## src/rtl/sop_pkg.sv

```systemverilog
package sop_pkg;

  // Result width: 2N+1 bits hold the maximum sum; one spare bit of headroom.
  function automatic int sop_width(input int n);
    return 2 * n + 2;
  endfunction

  // Rows entering the tree: N per product, one per plain addend.
  function automatic int sop_rows(input int n);
    return 2 * n + 2;
  endfunction

  // Rows left after one level of 3:2 compression.
  function automatic int csa_next(input int rows);
    return 2 * (rows / 3) + (rows % 3);
  endfunction

endpackage

```

## src/rtl/sop_ppgen.sv

```systemverilog
module sop_ppgen #(
  parameter int N = 8,
  parameter int W = 18
) (
  input  logic [N-1:0] mcand_i,
  input  logic [N-1:0] mplier_i,
  output logic [W-1:0] rows_o [N]
);

  // Row j: multiplicand gated by multiplier bit j, placed at weight 2^j.
  for (genvar j = 0; j < N; j++) begin : g_row
    logic [N-1:0] gated;
    assign gated     = mcand_i & {N{mplier_i[j]}};
    assign rows_o[j] = W'(gated) << j;
  end

endmodule

```

## src/rtl/sop_csa3.sv

```systemverilog
module sop_csa3 #(
  parameter int W = 18
) (
  input  logic [W-1:0] x_i,
  input  logic [W-1:0] y_i,
  input  logic [W-1:0] z_i,
  output logic [W-1:0] s_o,
  output logic [W-1:0] c_o
);

  logic [W-2:0] maj;

  assign s_o = x_i ^ y_i ^ z_i;
  // Carry from the top column falls outside the result range and is dropped.
  assign maj = (x_i[W-2:0] & y_i[W-2:0]) |
               (x_i[W-2:0] & z_i[W-2:0]) |
               (y_i[W-2:0] & z_i[W-2:0]);
  assign c_o = {maj, 1'b0};

endmodule

```

## src/rtl/sop_csa_tree.sv

```systemverilog
module sop_csa_tree #(
  parameter int W    = 18,
  parameter int ROWS = 18
) (
  input  logic [W-1:0] rows_i [ROWS],
  output logic [W-1:0] sum_o,
  output logic [W-1:0] carry_o
);

  localparam int GROUPS = ROWS / 3;
  localparam int LEFT   = ROWS % 3;
  localparam int NEXT   = sop_pkg::csa_next(ROWS);

  if (ROWS == 1) begin : g_one
    assign sum_o   = rows_i[0];
    assign carry_o = '0;
  end else if (ROWS == 2) begin : g_two
    assign sum_o   = rows_i[0];
    assign carry_o = rows_i[1];
  end else begin : g_level
    logic [W-1:0] nxt [NEXT];

    for (genvar g = 0; g < GROUPS; g++) begin : g_csa
      sop_csa3 #(.W(W)) u_csa (
        .x_i (rows_i[3*g]),
        .y_i (rows_i[3*g+1]),
        .z_i (rows_i[3*g+2]),
        .s_o (nxt[2*g]),
        .c_o (nxt[2*g+1])
      );
    end

    for (genvar r = 0; r < LEFT; r++) begin : g_pass
      assign nxt[2*GROUPS+r] = rows_i[3*GROUPS+r];
    end

    sop_csa_tree #(.W(W), .ROWS(NEXT)) u_next (
      .rows_i  (nxt),
      .sum_o   (sum_o),
      .carry_o (carry_o)
    );
  end

endmodule

```

## src/rtl/sop_cpa.sv

```systemverilog
module sop_cpa #(
  parameter int W     = 18,
  parameter int STYLE = 0
) (
  input  logic [W-1:0] x_i,
  input  logic [W-1:0] y_i,
  output logic [W-1:0] sum_o
);

  if (STYLE == 0) begin : g_inferred
    assign sum_o = x_i + y_i;
  end else begin : g_ripple
    logic [W-1:0] cy;
    assign cy[0] = 1'b0;
    for (genvar i = 0; i < W; i++) begin : g_bit
      assign sum_o[i] = x_i[i] ^ y_i[i] ^ cy[i];
      if (i < W - 1) begin : g_cy
        assign cy[i+1] = (x_i[i] & y_i[i]) | (x_i[i] & cy[i]) | (y_i[i] & cy[i]);
      end
    end
  end

endmodule

```

## src/rtl/sop_sum_of_products.sv

```systemverilog
module sop_sum_of_products #(
  parameter  int N         = 8,
  parameter  int CPA_STYLE = 0,
  localparam int W         = sop_pkg::sop_width(N),
  localparam int ROWS      = sop_pkg::sop_rows(N)
) (
  input  logic         in_valid_i,
  output logic         in_ready_o,
  input  logic [N-1:0] a_i,
  input  logic [N-1:0] b_i,
  input  logic [N-1:0] c_i,
  input  logic [N-1:0] d_i,
  input  logic [N-1:0] e_i,
  input  logic [N-1:0] f_i,
  output logic         out_valid_o,
  input  logic         out_ready_i,
  output logic [W-1:0] z_o
);

  logic [W-1:0] ab_rows [N];
  logic [W-1:0] cd_rows [N];
  logic [W-1:0] pp_rows [ROWS];
  logic [W-1:0] csa_sum;
  logic [W-1:0] csa_carry;

  // Stream pass-through: no storage, back-pressure forwarded.
  assign out_valid_o = in_valid_i;
  assign in_ready_o  = out_ready_i;

  sop_ppgen #(.N(N), .W(W)) u_pp_ab (
    .mcand_i  (a_i),
    .mplier_i (b_i),
    .rows_o   (ab_rows)
  );

  sop_ppgen #(.N(N), .W(W)) u_pp_cd (
    .mcand_i  (c_i),
    .mplier_i (d_i),
    .rows_o   (cd_rows)
  );

  for (genvar j = 0; j < N; j++) begin : g_merge
    assign pp_rows[j]   = ab_rows[j];
    assign pp_rows[N+j] = cd_rows[j];
  end
  assign pp_rows[2*N]   = W'(e_i);
  assign pp_rows[2*N+1] = W'(f_i);

  sop_csa_tree #(.W(W), .ROWS(ROWS)) u_tree (
    .rows_i  (pp_rows),
    .sum_o   (csa_sum),
    .carry_o (csa_carry)
  );

  sop_cpa #(.W(W), .STYLE(CPA_STYLE)) u_cpa (
    .x_i   (csa_sum),
    .y_i   (csa_carry),
    .sum_o (z_o)
  );

endmodule

```

## config.mk

```make
export PLATFORM = sky130hd
export DESIGN_NAME = sop_sum_of_products
export DESIGN_NICKNAME = d
export VERILOG_FILES = /design/src/rtl/sop_pkg.sv /design/src/rtl/sop_ppgen.sv /design/src/rtl/sop_csa3.sv /design/src/rtl/sop_csa_tree.sv /design/src/rtl/sop_cpa.sv /design/src/rtl/sop_sum_of_products.sv
export SDC_FILE = /design/constraint.sdc
export NUM_CORES = 1
export LEC_CHECK = 0
export ABC_AREA = 1
export BUFFER_PORTS_ARGS = -buffer_cell sky130_fd_sc_hd__buf_4
export CAP_MARGIN = 40
export CORE_MARGIN = 8
export CORE_UTILIZATION = 41
export DETAILED_ROUTE_END_ITERATION = 16
export GPL_ROUTABILITY_DRIVEN = 0
export GPL_TIMING_DRIVEN = 0
export PLACE_DENSITY = 0.67
export SETUP_SLACK_MARGIN = 0.02
export SYNTH_ARGS = -nofsm -noshare
export SYNTH_HDL_FRONTEND = slang
export SYNTH_SLANG_ARGS = --single-unit
```

## constraint.sdc

```tcl
create_clock -name vclk -period 15.66
set_clock_uncertainty 0.15 [all_clocks]
set_input_delay 3.132 -clock vclk [all_inputs]
set_output_delay 3.132 -clock vclk [all_outputs]
set_load 0.05 [all_outputs]
```

==> impl_metrics.ini, run 1 <==
[outcome]
outcome = complete, no violations

[yosys]
syn_nets = 940
yosys_warnings = 0
yosysMostFrequentCell = inv_1
yosys-top-cells-area = fa_1, inv_1, ha_1
synth-seq-area-share_pct = 0
yosysUniqueCellTypes = 19
synth_top_area_cell = fa_1
synth.avg_cell_area_sq_um = 7.43
synth_common_cells = inv_1, nand2_1, fa_1
syn_area_sq_mm = 0.00524
synth_top_area_share_pct = 43.6
syn_inst = 705

[placed_design]
port_buffers = 36
postPlaceCellArea_sq_mm = 0.00572
dp_hpwl_mm = 9.82

[floorplanning]
initial_utilization_pct = 41.7
dieArea_sq_mm = 0.0167
std_cell_rows = 41
ios = 70
core_sq_mm = 0.0126
die_h_microns = 129
die_x_microns = 129

[worst_setup_path]
path_class = in -> out
start_kind = input port
endpoint = z_o[13]
required_ps = 12380
startpoint = d_i[6]
worst_ep_arrival_time_ps = 7990
cp_max_fo = 8
cp-end-kind = primary output

[global_routing]
grt_max_degree = 9
overflow = 0
grt_usage_pct = 13.5
grt_first_pass_wirelength_mm = 18.7
grt_pass1_vias = 4098
antenna_found_initial = 0

[detailed_routing]
met1_length_mm = 4.65
avgRoutedWirePerCell_microns = 11.6
firstDrtPassIters = 5
drt_wl_total_mm = 10.6
drtIter0Drc = 142
num_vias = 4014
routed_via_density = 4.40
met2WireLength_mm = 5.14
drc = 0
met3WireLength_microns = 646
dr.max_layer_used = met4
antenna_left = 0

[cells_and_area]
n_clock_buffer = 0
stdcell_area_sq_mm = 0.00572
fin_nets = 978
nFlopsAndLatches = 0
layout-drive-gt1-share_pct = 7.02
regArea_sq_um = 0
diodes = 0
layout-area-overhead-vs-synth_pct = 9.27

[timing]
rsz0062_at_grt = no
hold_ws_ps = 6370
slew_viol_final = 0
fin_setup_tns_ps = 0
final-setup-viol-count = 0
layout_worst_path_cycle_share_pct = 72.0
fmax_mhz = 88.7
hold_viol_final = 0
tightest_slew_ps = 465
min_period_ps = 11270
relSlewSlack_pct = 69.0

[flow_run]
max_cap_viol_count = 0

[clock_network]
cts.repair.resized = 0
cts_setup_buffers = 0
cts-hold-fix-buffers = 0

[hold_path]
hp-class = in -> out
==> per-layer routing <==
layer  up-vias  global-route usage, %
li1       2013                      -
met3        10                   1.07
met4         0                   1.45
met5         -                      0
met2       108                   23.4
met1      1883                   18.7
==> cell type report <==
cell class | instances | area (sq um)
Fill cell | 1286 | 6840
Multi-Input combinational cell | 430 | 4200
Inverter | 241 | 905
Timing Repair Buffer | 36 | 270
Tap cell | 172 | 215
Buffer | 34 | 135
==> how the worst min path moves through the flow <==
stage | from | end | slack, ps | cells past startpoint
2_1_floorplan | out_ready_i | in_ready_o | 6280 | 1
4_1_cts | out_ready_i | in_ready_o | 6370 | 2
5_1_grt | out_ready_i | in_ready_o | 6370 | 2
3_5_place_dp | out_ready_i | in_ready_o | 6370 | 2
6_report | out_ready_i | in_ready_o | 6370 | 2
3_3_place_gp | out_ready_i | in_ready_o | 6370 | 2
==> worst max-delay path: stages <==
cell and delay, ps:
clkbuf_1 310, nand2_1 160, fa_1 560, inv_1 60
fa_1 490, fa_1 510, inv_1 50, fa_1 510
fa_1 490, inv_1 50, fa_1 430, ha_1 370
nand2_1 100, nor2_1 160, nand3_1 160, nand3_1 130
nand2_1 60, nand2_1 50, buf_4 190
==> cell usage in the layout (no fill, tap or decap) <==
master,Yosys,final
a211oi_1,1,1
a21oi_1,8,8
a21oi_2,2,2
buf_4,2,38
clkbuf_1,32,32
fa_1,114,114
ha_1,71,71
inv_1,237,237
inv_2,4,4
nand2_1,190,190
nand2_2,5,5
nand3_1,10,10
nand4_1,2,2
nor2_1,15,15
nor2_2,1,1
nor3_2,2,2
or2_0,2,2
xnor2_1,2,2
xor2_1,5,5
==> kinds of logic (layout without fill, tap and decap cells) <==
kind of cell    after synthesis  in the layout  share of synthesized area [%]
compound gates               11             11                           1.24
xor+xnor                      7              7                           1.17
simple gates                227            227                           17.2
buf+inv                     275            311                           19.8
fa+ha+maj                   185            185                           60.5
==> metrics by stage <==
| step | std cells | utilization (%) | setup WS, ps |
|---|---|---|---|
| final | 913 | 45.5 | 4390 |
| after global routing | 913 | 45.5 | 4080 |
| after CTS | 913 | 45.5 | 4350 |
| after detailed placement | 913 | 45.5 | 4350 |
| after global placement | 913 | 45.5 | 4380 |
| after floorplan | 705 | - | 4390 |
Power of run 1 is left out: the tool's default activity adds up to more than one toggle a clock period on the data nets, which glitch-free logic cannot reach.
==> inputs of run 2 (changes only) <==
Settings changed: ABC_AREA 1 to 0, PLACE_DENSITY 0.67 to 0.7.
Clock period 15.66 ns to 10 ns, I/O delays scaled along.
==> run 2 against run 1 <==
Effect of this change:
- hold slack worse by 2300 ps
- utilization is 2.6 points higher
- non-clock buffer count up 1
- synthesized cell count is 26% lower
- wire length fell by 3.5%
- sequential share of layout area did not move
- critical endpoint is now z_o[16]
==> impl_metrics.ini, run 2 <==
[yosys]
syn_nets = 756
syn_area_sq_mm = 0.00484
yosysMostFrequentCell = inv_1
synth_xor_area_share_pct = 2.35
synth_common_cells = inv_1, fa_1, and2_1
synth_top_family_by_area = adder cells
yosysUniqueCellTypes = 29
synth_fa_ha_area_share_pct = 65.5
synth_top_area_share_pct = 47.1
syn_inst = 521
synth_compound_area_share_pct = 5.01
yosys-mux-area-fraction_pct = 0
yosys-top-cells-area = fa_1, ha_1, inv_1
yosys_warnings = 0
synth_top_area_cell = fa_1
synth-simple-area-share_pct = 16.2
synth-seq-area-share_pct = 0
synth.avg_cell_area_sq_um = 9.30

[placed_design]
pre_cts_slack_ps = 603
postPlaceCellArea_sq_mm = 0.00553
place_inst = 731
port_buffers = 67
dp_hpwl_mm = 9.52

[hold_path]
hp-class = in -> out

[outcome]
outcome = complete, no violations

[flow_run]
max_cap_viol_count = 0

[clock_network]
cts.repair.resized = 0
cts_setup_buffers = 0
cts-hold-fix-buffers = 0

[timing]
rsz0062_at_grt = no
relSlewSlack_pct = 71.4
layout_worst_path_cycle_share_pct = 94.5
slew_viol_final = 0
final-setup-viol-count = 0
min_period_ps = 9450
fin_setup_tns_ps = 0
worst_slack_ps = 554
hold_viol_final = 0
fmax_mhz = 106
tightest_slew_ps = 429

[cells_and_area]
layout-drive-gt1-share_pct = 12.6
regArea_sq_um = 0
n_clock_buffer = 0
layout-area-overhead-vs-synth_pct = 14.1
fin_nets = 825
fin_cells = 731
stdcell_area_sq_mm = 0.00553
final_common_cell = inv_1
nFlopsAndLatches = 0
layout_common_cells = inv_1, fa_1, and2_1
diodes = 0

[worst_setup_path]
start_kind = input port
worst_ep_arrival_time_ps = 7300
path_class = in -> out
cp-end-kind = primary output
cp_max_fo = 8
required_ps = 7850

[detailed_routing]
firstDrtPassIters = 5
num_vias = 3571
avgRoutedWirePerCell_microns = 13.9
antenna_left = 0
drtIter0Drc = 127
drt_wl_total_mm = 10.2
routed_via_density = 4.89
drc = 0

[global_routing]
grt_first_pass_wirelength_mm = 17.7
grt_pass1_vias = 3908
overflow = 0
grt_max_degree = 9
grt_usage_pct = 13.2
antenna_found_initial = 0

[floorplanning]
std_cell_rows = 39
core_sq_mm = 0.0115
ios = 70
die_x_microns = 125
initial_utilization_pct = 42.2
dieArea_sq_mm = 0.0155
die_h_microns = 125
run 2: changes by cell type in the layout (fill, tap and decap cells not counted), sizes merged, moves of 3 or more:
cell,delta
nor2,-12
nand2,-139
xnor2,+8
clkbuf,-30
and2,+79
buf,+31
inv,-105
o21bai,+3
nand3,-5
a21oi,+4
a21o,+5
o21ai,+4
run 2: layout make-up:
| cell class | count | area, sq um |
|---|---|---|
| Buffer | 4 | 22.5 |
| Timing Repair Buffer | 67 | 503 |
| Multi-Input combinational cell | 381 | 4310 |
| Tap cell | 143 | 179 |
| Inverter | 136 | 510 |
| Fill cell | 1090 | 5940 |
run 2: cell families after synthesis:
family,count (synthesis)
fa+ha+maj,185
simple gates,150
buf+inv,140
compound gates,33
xor+xnor,13
run 2: routing by layer:
layer | GRT usage (%) | part of all wire [%]
met1 | 16.3 | 42
met2 | 25.7 | 55
met3 | 0.681 | 3.0
met4 | 0.142 | 0.25
met5 | 0 | 0
run 2: path summary, 6_finish.rpt:
path                        start         end  slack [ps]  depth (start not counted)
worst max-delay path       c_i[4]     z_o[16]         550                         19
worst min-delay path  out_ready_i  in_ready_o        4110                          2
run 2: worst max-delay path: stages:
cell and delay, ps:
clkbuf_1 330, nand2_1 140, fa_1 520, inv_1 50, fa_1 470, fa_1 520, inv_1 60, fa_1 490
fa_1 500, inv_1 60, fa_1 430, ha_1 380, a21oi_2 230, o21ai_1 110, a21oi_1 270, nor4_1 120
a211oi_2 230, xnor2_1 150, buf_4 220
run 2: stage by stage:
| stage | hold slack (ps) | util, % |
|---|---|---|
| 4_1_cts | 4110 | 48.2 |
| 6_report | 4110 | 48.2 |
| 5_1_grt | 4110 | 48.2 |
| 2_1_floorplan | 4020 | - |
| 3_3_place_gp | 4110 | 48.2 |
| 3_5_place_dp | 4110 | 48.2 |
Power of run 2 is left out for the same reason.
==> inputs of run 3 (changes only) <==
Settings changed: PLACE_DENSITY 0.7 to 0.67.
Clock period 10 ns to 9.5 ns, I/O delays scaled along.
==> run 3 against run 2 <==
Effect of this change:
- final area hardly changed
- via count is 0.48% lower
- critical path type unchanged
- critical path depth is 1 lower
- hold slack worse by 200 ps
- worst setup slack worse by 170 ps
==> impl_metrics.ini, run 3 (same netlist as run 2, synthesis figures left out) <==
[detailed_routing]
drt_wl_total_mm = 10.0
routed_via_density = 4.86
num_vias = 3554
avgRoutedWirePerCell_microns = 13.7
dr.max_layer_used = met4
drtIter0Drc = 126
antenna_left = 0
met1_length_mm = 4.25
met2WireLength_mm = 5.46
firstDrtPassIters = 4
met3WireLength_microns = 299
drc = 0

[timing]
min_period_ps = 9120
slew_viol_final = 0
final-setup-viol-count = 0
fmax_mhz = 110
tightest_slew_ps = 462
fin_setup_tns_ps = 0
hold_ws_ps = 3910
layout_worst_path_cycle_share_pct = 96.0
hold_viol_final = 0
relSlewSlack_pct = 68.9
rsz0062_at_grt = no

[worst_setup_path]
required_ps = 7450
path_class = in -> out
cp_max_fo = 8
worst_ep_arrival_time_ps = 7070
cp-end-kind = primary output
start_kind = input port

[flow_run]
max_cap_viol_count = 0

[global_routing]
overflow = 0
antenna_found_initial = 0
grt_usage_pct = 13.2
grt_max_degree = 9
grt_first_pass_wirelength_mm = 17.8
grt_pass1_vias = 3904

[placed_design]
place_inst = 731
port_buffers = 67
dp_hpwl_mm = 9.38

[cells_and_area]
fin_cells = 731
regArea_sq_um = 0
n_clock_buffer = 0
multiInputGateArea_sq_mm = 0.00431
nFillCells = 1078
final_common_cell = inv_1
diodes = 0
fin_nets = 825
layout-area-overhead-vs-synth_pct = 14.1
layout-drive-gt1-share_pct = 12.8
layout_common_cells = inv_1, fa_1, and2_1
nFlopsAndLatches = 0

[floorplanning]
die_x_microns = 125
initial_utilization_pct = 42.2
die_h_microns = 125
ios = 70
dieArea_sq_mm = 0.0155
std_cell_rows = 39
core_sq_mm = 0.0115

[outcome]
outcome = complete, no violations

[hold_path]
hp-class = in -> out
run 3: cell counts in the layout (fill, tap and decap cells not counted):
Identical to the previous run, type by type.
run 3: metal layers:
layer  up-vias  track usage, %
li1       1683               -
met1      1804            16.8
met2        65            25.1
met3         2           0.723
met4         0           0.283
met5         -               0
run 3: metrics by stage:
step | instance area [sq um] | util [%] | worst slack (ps)
final | 5530 | 48.2 | 384
after global routing | 5530 | 48.2 | 148
after CTS | 5530 | 48.2 | 276
after detailed placement | 5530 | 48.2 | 286
after global placement | 5530 | 48.2 | 350
after floorplan | 4840 | - | 366
run 3: final timing paths:
path              depth (start not counted)  slack, ps           to       start
hold / removal                            2       3910  out_valid_o  in_valid_i
setup / recovery                         18        380      z_o[16]      b_i[2]
run 3: critical path, cell delays in order:
cell and delay (ps):
buf_4 140, and2_1 170, fa_1 440, fa_1 520, inv_1 50, fa_1 460, fa_1 510, fa_1 420
fa_1 510, inv_1 70, fa_1 440, a21oi_1 310, o21ai_1 120, a21oi_1 270, nor4_1 130, a211oi_2 240
xnor2_1 140, buf_4 220
run 3: what timing repair did:
item / 4_1_cts / 5_1_grt
hold buffers: 0 / 0
hold endpoints to repair: 0 / 0
setup buffers: 0 / 0
endpoints found under the setup margin: 0 / 4
resized for setup: 0 / 2
run 3: area by class of cell:
| cell class | instances | share of cell area [%] |
|---|---|---|
| inverter | 136 | 9.24 |
| timing repair buffer | 67 | 9.10 |
| buffer | 4 | 0.430 |
| tap | 143 | 3.24 |
| multi-input combinational | 381 | 78.0 |
Power of run 3 is left out for the same reason.
